[config.mk]
export PLATFORM = sky130hd
export DESIGN_NAME = pm_ctrl
export DESIGN_NICKNAME = d
export VERILOG_FILES = /design/src/rtl/pm_pkg.sv /design/src/rtl/pm_settle_timer.sv /design/src/rtl/pm_fsm.sv /design/src/rtl/pm_gate_decode.sv /design/src/rtl/pm_ctrl.sv
export SDC_FILE = /design/constraint.sdc
export NUM_CORES = 1
export LEC_CHECK = 0
export BUFFER_PORTS_ARGS = -buffer_cell sky130_fd_sc_hd__buf_2
export CORE_MARGIN = 2
export CORE_UTILIZATION = 40
export DETAILED_ROUTE_END_ITERATION = 8
export PLACE_DENSITY_LB_ADDON = 0.08
export SYNTH_ARGS = -nofsm -noshare
export SYNTH_HDL_FRONTEND = slang
export SYNTH_SLANG_ARGS = --single-unit
export TNS_END_PERCENT = 50
[constraint.sdc]
create_clock -name clk -period 1.9 [get_ports clk]
set_input_delay 0.095 -clock clk [delete_from_list [all_inputs] [get_ports clk]]
set_output_delay 0.095 -clock clk [all_outputs]
set_load 0.01 [all_outputs]
[src/rtl/pm_pkg.sv]
package pm_pkg;
  typedef enum logic [2:0] {
    ST_RUN, ST_ENTER, ST_IDLE, ST_SLEEP, ST_WAKING
  } pm_state_e;

  localparam logic [1:0] STAT_RUN    = 2'd0;
  localparam logic [1:0] STAT_IDLE   = 2'd1;
  localparam logic [1:0] STAT_SLEEP  = 2'd2;
  localparam logic [1:0] STAT_WAKING = 2'd3;

  localparam logic [1:0] CAUSE_NONE = 2'd0;
  localparam logic [1:0] CAUSE_IRQ  = 2'd1;
  localparam logic [1:0] CAUSE_WDT  = 2'd2;
  localparam logic [1:0] CAUSE_RST  = 2'd3;

  // status code seen at the ports; the entry cycle still reads as Run
  function automatic logic [1:0] status_of(pm_state_e s);
    case (s)
      ST_IDLE:   return STAT_IDLE;
      ST_SLEEP:  return STAT_SLEEP;
      ST_WAKING: return STAT_WAKING;
      default:   return STAT_RUN;
    endcase
  endfunction

  // watchdog outranks an interrupt when both arrive together
  function automatic logic [1:0] cause_of(logic wdt_to, logic irq);
    if (wdt_to) return CAUSE_WDT;
    if (irq)    return CAUSE_IRQ;
    return CAUSE_NONE;
  endfunction
endpackage

[src/rtl/pm_settle_timer.sv]
module pm_settle_timer #(
  parameter int SETTLE_CYC = 16
) (
  input  logic clk,
  input  logic rst_n,
  input  logic load,
  input  logic run,
  output logic done
);
  localparam int CW = $clog2(SETTLE_CYC) + 1;
  localparam logic [CW-1:0] START = CW'(SETTLE_CYC - 1);

  logic [CW-1:0] cnt;

  always_ff @(posedge clk or negedge rst_n) begin
    if (!rst_n)                cnt <= '0;
    else if (load)             cnt <= START;
    else if (run && cnt != '0) cnt <= cnt - 1'b1;
  end

  assign done = (cnt == '0);

  // the count never exceeds the settle window
  always_comb begin
    if (rst_n) assert_settle_bound_R8: assert (cnt <= START);
  end
endmodule

[src/rtl/pm_fsm.sv]
module pm_fsm
  import pm_pkg::*;
(
  input  logic       clk,
  input  logic       rst_n,
  input  logic       dev_rst,
  input  logic       save_req,
  input  logic       save_mode,
  input  logic       irq_wake,
  input  logic       wdt_timeout,
  input  logic       vreg_keep,
  input  logic       settle_done,
  output pm_state_e  state,
  output logic       mode_q,
  output logic       stby_q,
  output logic       settle_load,
  output logic       wake_pulse,
  output logic [1:0] wake_cause
);
  logic wake_evt;
  assign wake_evt = irq_wake | wdt_timeout;
  assign settle_load = (state == ST_SLEEP) && wake_evt && stby_q && !dev_rst;

  always_ff @(posedge clk or negedge rst_n) begin
    if (!rst_n) begin
      state      <= ST_RUN;
      mode_q     <= 1'b0;
      stby_q     <= 1'b0;
      wake_pulse <= 1'b0;
      wake_cause <= CAUSE_NONE;
    end else begin
      wake_pulse <= 1'b0;
      if (dev_rst) begin
        if (state == ST_IDLE || state == ST_SLEEP) begin
          wake_pulse <= 1'b1;
          wake_cause <= CAUSE_RST;
        end
        state <= ST_RUN;
      end else begin
        case (state)
          ST_RUN: if (save_req && !wake_evt) begin
            state  <= ST_ENTER;
            mode_q <= save_mode;
            stby_q <= !vreg_keep;
          end
          ST_ENTER: state <= wake_evt ? ST_RUN : (mode_q ? ST_IDLE : ST_SLEEP);
          ST_IDLE: if (wake_evt) begin
            state      <= ST_RUN;
            wake_pulse <= 1'b1;
            wake_cause <= cause_of(wdt_timeout, irq_wake);
          end
          ST_SLEEP: if (wake_evt) begin
            state      <= stby_q ? ST_WAKING : ST_RUN;
            wake_pulse <= 1'b1;
            wake_cause <= cause_of(wdt_timeout, irq_wake);
          end
          ST_WAKING: if (settle_done) state <= ST_RUN;
          default: state <= ST_RUN;
        endcase
      end
    end
  end

  assert_entry_target_R1: assert property (@(posedge clk) disable iff (!rst_n)
    (state == ST_ENTER && !wake_evt && !dev_rst) |=>
      (state == (mode_q ? ST_IDLE : ST_SLEEP)));
  assert_pulse_single_R4: assert property (@(posedge clk) disable iff (!rst_n)
    wake_pulse |=> !wake_pulse);
  assert_abort_entry_R10: assert property (@(posedge clk) disable iff (!rst_n)
    (state == ST_ENTER && wake_evt) |=> (state == ST_RUN && !wake_pulse));
  assert_settle_hold_R8: assert property (@(posedge clk) disable iff (!rst_n)
    (state == ST_WAKING && !settle_done && !dev_rst) |=> state == ST_WAKING);
  assert_reset_wins_R12: assert property (@(posedge clk) disable iff (!rst_n)
    dev_rst |=> state == ST_RUN);
endmodule

[src/rtl/pm_gate_decode.sv]
module pm_gate_decode
  import pm_pkg::*;
(
  input  logic      clk,
  input  logic      rst_n,
  input  pm_state_e state,
  input  logic      mode_q,
  input  logic      stby_q,
  input  logic      wdt_en,
  input  logic      wake_evt,
  input  logic      dev_rst,
  output logic      cpu_clk_en,
  output logic      per_clk_en,
  output logic      osc_en,
  output logic      lprc_en,
  output logic      fscm_en,
  output logic      vreg_stby,
  output logic      wdt_clr
);
  always_comb begin
    cpu_clk_en = 1'b1;
    per_clk_en = 1'b1;
    osc_en     = 1'b1;
    lprc_en    = 1'b1;
    fscm_en    = 1'b1;
    vreg_stby  = 1'b0;
    case (state)
      ST_IDLE: cpu_clk_en = 1'b0;
      ST_SLEEP: begin
        cpu_clk_en = 1'b0;
        per_clk_en = 1'b0;
        osc_en     = 1'b0;
        lprc_en    = wdt_en;
        fscm_en    = 1'b0;
        vreg_stby  = stby_q;
      end
      ST_WAKING: begin
        cpu_clk_en = 1'b0;
        per_clk_en = 1'b0;
        fscm_en    = 1'b0;
      end
      default: ;
    endcase
  end

  assign wdt_clr = (state == ST_ENTER) && !mode_q && wdt_en && !wake_evt && !dev_rst;

  assert_sleep_osc_off_R3: assert property (@(posedge clk) disable iff (!rst_n)
    (status_of(state) == STAT_SLEEP) |-> (!osc_en && !per_clk_en));
  assert_monitor_off_R7: assert property (@(posedge clk) disable iff (!rst_n)
    (status_of(state) == STAT_WAKING) |-> !fscm_en);
endmodule

[src/rtl/pm_ctrl.sv]
module pm_ctrl
  import pm_pkg::*;
#(
  parameter int SETTLE_CYC = 16,
  parameter int SEL_W      = 3
) (
  input  logic             clk,
  input  logic             rst_n,
  input  logic             dev_rst,
  input  logic             save_req,
  input  logic             save_mode,
  input  logic             irq_wake,
  input  logic             wdt_timeout,
  input  logic             wdt_en,
  input  logic             vreg_keep,
  input  logic [SEL_W-1:0] clk_sel_in,
  output logic             cpu_clk_en,
  output logic             per_clk_en,
  output logic             osc_en,
  output logic             lprc_en,
  output logic             fscm_en,
  output logic             vreg_stby,
  output logic             wdt_clr,
  output logic [SEL_W-1:0] clk_sel_out,
  output logic [1:0]       pm_status,
  output logic             wake_pulse,
  output logic [1:0]       wake_cause
);
  pm_state_e state;
  logic mode_q, stby_q, settle_load, settle_done, wake_evt;
  logic [SEL_W-1:0] sel_r;

  assign wake_evt = irq_wake | wdt_timeout;

  pm_fsm u_fsm (
    .clk(clk), .rst_n(rst_n), .dev_rst(dev_rst), .save_req(save_req),
    .save_mode(save_mode), .irq_wake(irq_wake), .wdt_timeout(wdt_timeout),
    .vreg_keep(vreg_keep), .settle_done(settle_done), .state(state),
    .mode_q(mode_q), .stby_q(stby_q), .settle_load(settle_load),
    .wake_pulse(wake_pulse), .wake_cause(wake_cause)
  );

  pm_settle_timer #(.SETTLE_CYC(SETTLE_CYC)) u_timer (
    .clk(clk), .rst_n(rst_n), .load(settle_load),
    .run(state == ST_WAKING), .done(settle_done)
  );

  pm_gate_decode u_dec (
    .clk(clk), .rst_n(rst_n), .state(state), .mode_q(mode_q), .stby_q(stby_q),
    .wdt_en(wdt_en), .wake_evt(wake_evt), .dev_rst(dev_rst),
    .cpu_clk_en(cpu_clk_en), .per_clk_en(per_clk_en), .osc_en(osc_en),
    .lprc_en(lprc_en), .fscm_en(fscm_en), .vreg_stby(vreg_stby), .wdt_clr(wdt_clr)
  );

  // selection tracks the input only while running, frozen from entry to wake
  always_ff @(posedge clk or negedge rst_n) begin
    if (!rst_n)                sel_r <= '0;
    else if (state == ST_RUN)  sel_r <= clk_sel_in;
  end

  assign clk_sel_out = sel_r;
  assign pm_status   = status_of(state);

  assert_wdt_clear_then_sleep_R5: assert property (@(posedge clk) disable iff (!rst_n)
    wdt_clr |=> pm_status == STAT_SLEEP);
  assert_sel_restored_R9: assert property (@(posedge clk) disable iff (!rst_n)
    ($past(pm_status) != STAT_RUN && pm_status == STAT_RUN) |-> $stable(clk_sel_out));
  assert_idle_gates_R2: assert property (@(posedge clk) disable iff (!rst_n)
    (pm_status == STAT_IDLE) |-> (!cpu_clk_en && per_clk_en));
endmodule

* Word level (Yosys, flattened, before mapping)
Cells that the tools add are included.
Storage, ports and cells: register bits 16, latch bits 0, RAM bits 0, ROM bits 0, bits of input ports 12, output and inout bits 15, logic and storage cells 91, memories 0
Cells by class: $add $sub $neg 1, $mul 0, div/mod/pow operators 0, $lt $le $gt $ge 0, equality and inequality tests 9, shift-type cells 0, mux-type cells 47, bitwise operators 2, reductions and logical operators 25
Operators with widths (number):
- two-way mux 1 bit | 25
- two-way mux 3 bit | 7
- two-way mux 2 bit | 10
- one-hot mux 3 bit (5 select lines) | 1
- two-way mux 5 bit | 2
- logical AND 1 bit | 9
- inequality test 3 x 2 -> 1 bit (second input constant) | 3
- AND reduction 4 bit | 2
- == test 3 x 2 -> 1 bit (second input constant) | 2
- one-hot mux 2 bit (3 select lines) | 1
- logical NOT 5 bit | 1
- nonzero test 5 bit | 1
- subtractor 5 x 1 -> 5 bit (second input constant) | 1
- logical NOT 1 bit | 4
- one-hot mux 2 bit (2 select lines) | 1
- OR reduction 2 bit | 2
- == test 3 x 1 -> 1 bit (second input constant) | 1
- == test 3 bit (second input constant) | 1
- logical NOT 3 bit | 1
- inequality test 3 bit (second input constant) | 1
- AND reduction 3 bit | 1
- nonzero test 3 bit | 1
- OR reduction 3 bit | 1
- inequality test 2 x 1 -> 1 bit (second input constant) | 1
- 4 further kinds | 4

* Depth between registers and ports, before layout
word-level depth 13, gate-level depth with buffers 5, depth with buffers taken out 5

* Hierarchy
From an unflattened synthesis, not the netlist that was laid out.
Unflattened totals: cells, all modules 83, area total of the unflattened synthesis 890.9 um2
By module, submodules not included:
- pm_fsm | times used 1, cells an instance 34, area each 380.4 um2, seq. area each 200.2 um2
- pm_settle_timer | times used 1, cells an instance 24, area each 270.3 um2, seq. area each 125.1 um2
- pm_ctrl | times used 1, cells an instance 13, area each 167.7 um2, seq. area each 75.1 um2
- pm_gate_decode | times used 1, cells an instance 12, area each 72.6 um2, seq. area each 0.0 um2

* Least setup slack after synthesis
No wires, ideal clock.
path kind reg2reg, from register u_timer.cnt[0], to register u_timer.cnt[0], library setup time 127 ps, arrival time 1351 ps, required time 1773 ps, slack 423 ps, cell stages (with the launch flop) 6, buffers on the path 0, period minus slack after synthesis 1477 ps, path through dfrtp_1 -> inv_1 -> ha_1 -> or4b_4 -> a21oi_1 -> o21ai_0
Between the ends: word-level cells in the longest chain between the ends 3, elaborated cells on any way between the ends 6, classes of those cells add/sub (1); mux (2); reduce/logical (3)
Ends and longest elaborated chain:
- from (decl) | line pm_settle_timer.sv:13 | logic [CW-1:0] cnt;
- from (signal assigned) | line pm_settle_timer.sv:18 | else if (run && cnt != '0) cnt <= cnt - 1'b1;
- subtractor 5 x 1 -> 5 bit or nonzero test 5 bit (tied branches) | line pm_settle_timer.sv:18
- two-way mux 5 bit or logical AND 1 bit (tied branches) | line pm_settle_timer.sv:18
- two-way mux 5 bit or nonzero test 2 bit (tied branches)
Parallel ways exist; a longest one is shown, timed or not. The select of a mux whose other input is x is not followed. A chain may end at the register's enable or synchronous reset.

* Worst setup path after layout
from register u_fsm.state[1], to output port lprc_en
Between the ends: word-level cells in the longest chain between the ends 2
Ends and longest elaborated chain:
- from (decl) | line pm_fsm.sv:13 | output pm_state_e state,
- from (signal assigned) | line pm_fsm.sv:46 | ST_ENTER: state <= wake_evt ? ST_RUN : (mode_q ? ST_IDLE : ST_SLEEP);
- from (signal assigned) | line pm_fsm.sv:53 | state <= stby_q ? ST_WAKING : ST_RUN;
- == test 3 x 2 -> 1 bit | line pm_gate_decode.sv:27 | case (state)
- two-way mux 1 bit | line pm_gate_decode.sv:27
- to (decl) | line pm_ctrl.sv:20 | output logic lprc_en,
No other way between the ends.

==> metrics.md <==
| Metric | Value |
|---|---|
| N_diodes | 0 |
| EDFF count, synth | 0 |
| VDD IR max | 0.493 mV |
| Worst path slowest cell | dfrtp_1 |
| Met3 routed WL | 62 um |
| Die Wd | 50.9 um |
| # rows | 16 |
| Clk_lat worst skew | 280 ps |
| Yosys warning count | 0 |
| DIE HEIGHT | 50.9 um |
| Min Clock Period, post-route | 1740 ps |
| CTS H-Tree Depth | 1 |
| Slew Limit Fails | 0 |
| Mapped Area | 878 um^2 |
| FF-to-FF setup slack | 290 ps |
| CP Data Required Time | 1800 ps |
| Comb pwr share | 0.128 |
| Worst Hold Depth | 2 |
| Cell taking the most area after synthesis | dfrtp_1 |
| Area share of the largest cell type after synthesis | 0.456 |
| Slew headroom | 0.691 |
| Final Cycle Share | 0.915 |
| Worst Setup Path Type | reg -> out |
| Yosys reg bits | 16 |
| Pint | 0.000527 W |
| Ranking of synthesized cells by area | dfrtp_1, mux2_2, nor2_1 |
| First-pass GRT wire length | 3080 um |
| Crit-path max FO | 10 |
| Net Sw Frac | 0.253 |
| CORE AREA | 2020 um^2 |
| Syn Area/Cell | 10.5 um^2 |
| Largest net degree at the start of global routing | 17 |
| WL final | 1750 um |
| Psw | 0.000179 W |
| Unrepaired setup endpoints after global routing | false |
| Sequential share of power | 0.551 |
| Clock Path Buffers | 2 |
| GPL Wtd Cong | 0.889 |
| CTS tree | built |
| Worst Hold Path EP | clk_sel_out[0]$_DFFE_PN0N_ |
| Met1 WL | 907 um |
| Area Growth Syn to Fin | 22.9% |
| Hold Path Class | in -> reg |
| Min-delay src | clk_sel_in[0] |
| Antenna Violating Nets Remaining | 0 |
| CP Capture Type | output port |
| FMAX | 575 MHz |
| Cell Chain, Critical Path | nor2b_1, nand2_1, or2_2, buf_2 |
| FF-to-FF path depth | 5 |
| Critical Path AT | 1640 ps |
| Final core occ | 0.534 |
| Setup crit start kind | flop |
| Async S/R FF share, synth | 1.00 |
| CTS Buf Count | 3 |
| DR vias/cell | 5.19 |
| Unique masters post-synth | 33 |
| DRC viols | 0 |
| Setup-failing EPs final | 0 |
| DIE AREA | 2590 um^2 |
| Final HPWL DP | 1340 um |
| Syn_nets | 97 |
| Fillers | 200 |
| Syn Inst Count | 84 |
| GRT Total Usage | 0.159 |
| WL/cell | 12.5 um |
| Storage element area | 400 um^2 |
| Final hold vios | 0 |
| Vias in the first global route | 665 |
| Worst Clk Skew | 1.39 ps |
| Nets | 127 |
| Pre-antenna DRT Iters | 4 |
| Clock tree sinks | 16 |
| Max-Cap Viols | 0 |
| Starting Density | 0.434 |
| Reg2reg end | u_timer.cnt[0]$_DFFE_PN0P_ |
| TNS Setup | 0 ps |
| Clock Pin Slew Worst Setup and Hold Paths | 100 ps |
| Initial DRC count | 12 |
| Pwr Density | 654 nW/um^2 |
| Vias | 726 |
| Layout cells sized above 1 | 0.381 |
| Clock share of power | 0.321 |
| Multi-input logic area | 425 um^2 |
| Initial antenna violation count | 0 |
| Primary FF master, synth | dfrtp_1 |
| IO buf count | 26 |
| Sequential element share of the synthesized area | 0.456 |
| Count leader, synth | dfrtp_1 |
| I/O Pins | 27 |
| Top post-synthesis cells by count | dfrtp_1, nor2_1, inv_1 |
| Uppermost layer routed | met4 |
| Worst-Margin Slew | 463 ps |
| Leak | 0.560 nW |
| Worst path max stage delay | 640 ps |
| Metal2 WL | 769 um |
| Reg2reg start | u_timer.cnt[0]$_DFFE_PN0P_ |
| GR Overflow Total | 0 |
| Status | complete, no violations |
| CTS root buf | clkbuf_4 |
==> cell type report <==
class	instances	share of cell area
clock buffer	4	0.0336
timing repair buffer	29	0.146
sequential	16	0.371
inverter	7	0.0243
multi-input combinational	57	0.394
tap	27	0.0313
==> metal layers <==
| metal | global-route usage | vias up |
|---|---|---|
| met3 | 0.0263 | 2 |
| met5 | 0 | - |
| met1 | 0.226 | 345 |
| met4 | 0.0676 | 0 |
| li1 | - | 363 |
| met2 | 0.241 | 16 |
==> placed cells by master, fill, tap and decap left out, types with 2 or more instances in the layout <==
master and instances:
clkbuf_4 3, dlygate4sd3_1 2, o211ai_1 2, nand3_1 3, nor3_1 3, a21oi_1 5
buf_2 26, o21ai_0 3, nand2_1 6, inv_1 7, nand2b_1 3, nor2_1 8
mux2_2 4, dfrtp_1 16
==> state kept, by name, indices dropped and copies added, names as in the netlist <==
signal,cells
u_fsm.wake_cause,2
u_timer.cnt,5
u_fsm.state,3
clk_sel_out,3
u_fsm.wake_pulse,1
u_fsm.mode_q,1
u_fsm.stby_q,1
==> power groups by stage <==
stage                     clock, W  sequential (W)  combinational (W)
after detailed placement         0        0.000395          0.0000893
after CTS                 0.000233        0.000389          0.0000924
after global routing      0.000255        0.000393           0.000103
final                     0.000227        0.000389          0.0000901
after floorplan                  0        0.000394          0.0000476
after global placement           0        0.000394          0.0000864
==> critical path, delay by kind of cell, from the launching register on <==
kind / cells / cell delay (ps)
buf+inv: 1 / 140
flops: 1 / 640
simple gates: 3 / 580
==> through the flow <==
step                cells  hold slack [ps]  total power [W]  area, um^2  worst slack [ps]
floorplan              84             -201         0.000442         878               423
global placement      134             28.7         0.000481        1020               375
detailed placement    134             34.8         0.000485        1020               316
CTS                   140             27.9         0.000714        1080               148
global route          140             22.6         0.000751        1080              39.9
finish                140             33.4         0.000706        1080               162
==> timing repair <==
item                                   in CTS  in global routing
gates resized for setup                     0                  0
endpoints found under the hold margin      17                  0
buffers inserted                            0                  0
hold buffers                                2                  0
==> how the worst max path moves through the flow <==
stage                               startpoint                    endpoint  slack (ps)  cells after the start
detailed placement  u_timer.cnt[0]$_DFFE_PN0P_  u_timer.cnt[0]$_DFFE_PN0P_         320                      5
global placement    u_timer.cnt[0]$_DFFE_PN0P_  u_timer.cnt[0]$_DFFE_PN0P_         380                      5
floorplan           u_timer.cnt[0]$_DFFE_PN0P_  u_timer.cnt[0]$_DFFE_PN0P_         420                      5
finish              u_fsm.state[1]$_DFFE_PN0P_                     lprc_en         160                      4
global route        u_fsm.state[1]$_DFFE_PN0P_                     lprc_en          40                      4
CTS                 u_fsm.state[1]$_DFFE_PN0P_                     lprc_en         150                      4
==> cells by family (layout without fill, tap and decap cells) <==
logic type,count (synthesis),count (layout),synth area share
fa+ha+maj,1,1,0.0142
buf+inv,11,40,0.0598
compound gates,17,17,0.145
mux,5,5,0.0627
simple gates,34,34,0.262
flops,16,16,0.456
No activity file was read; power rests on OpenSTA's default activity.
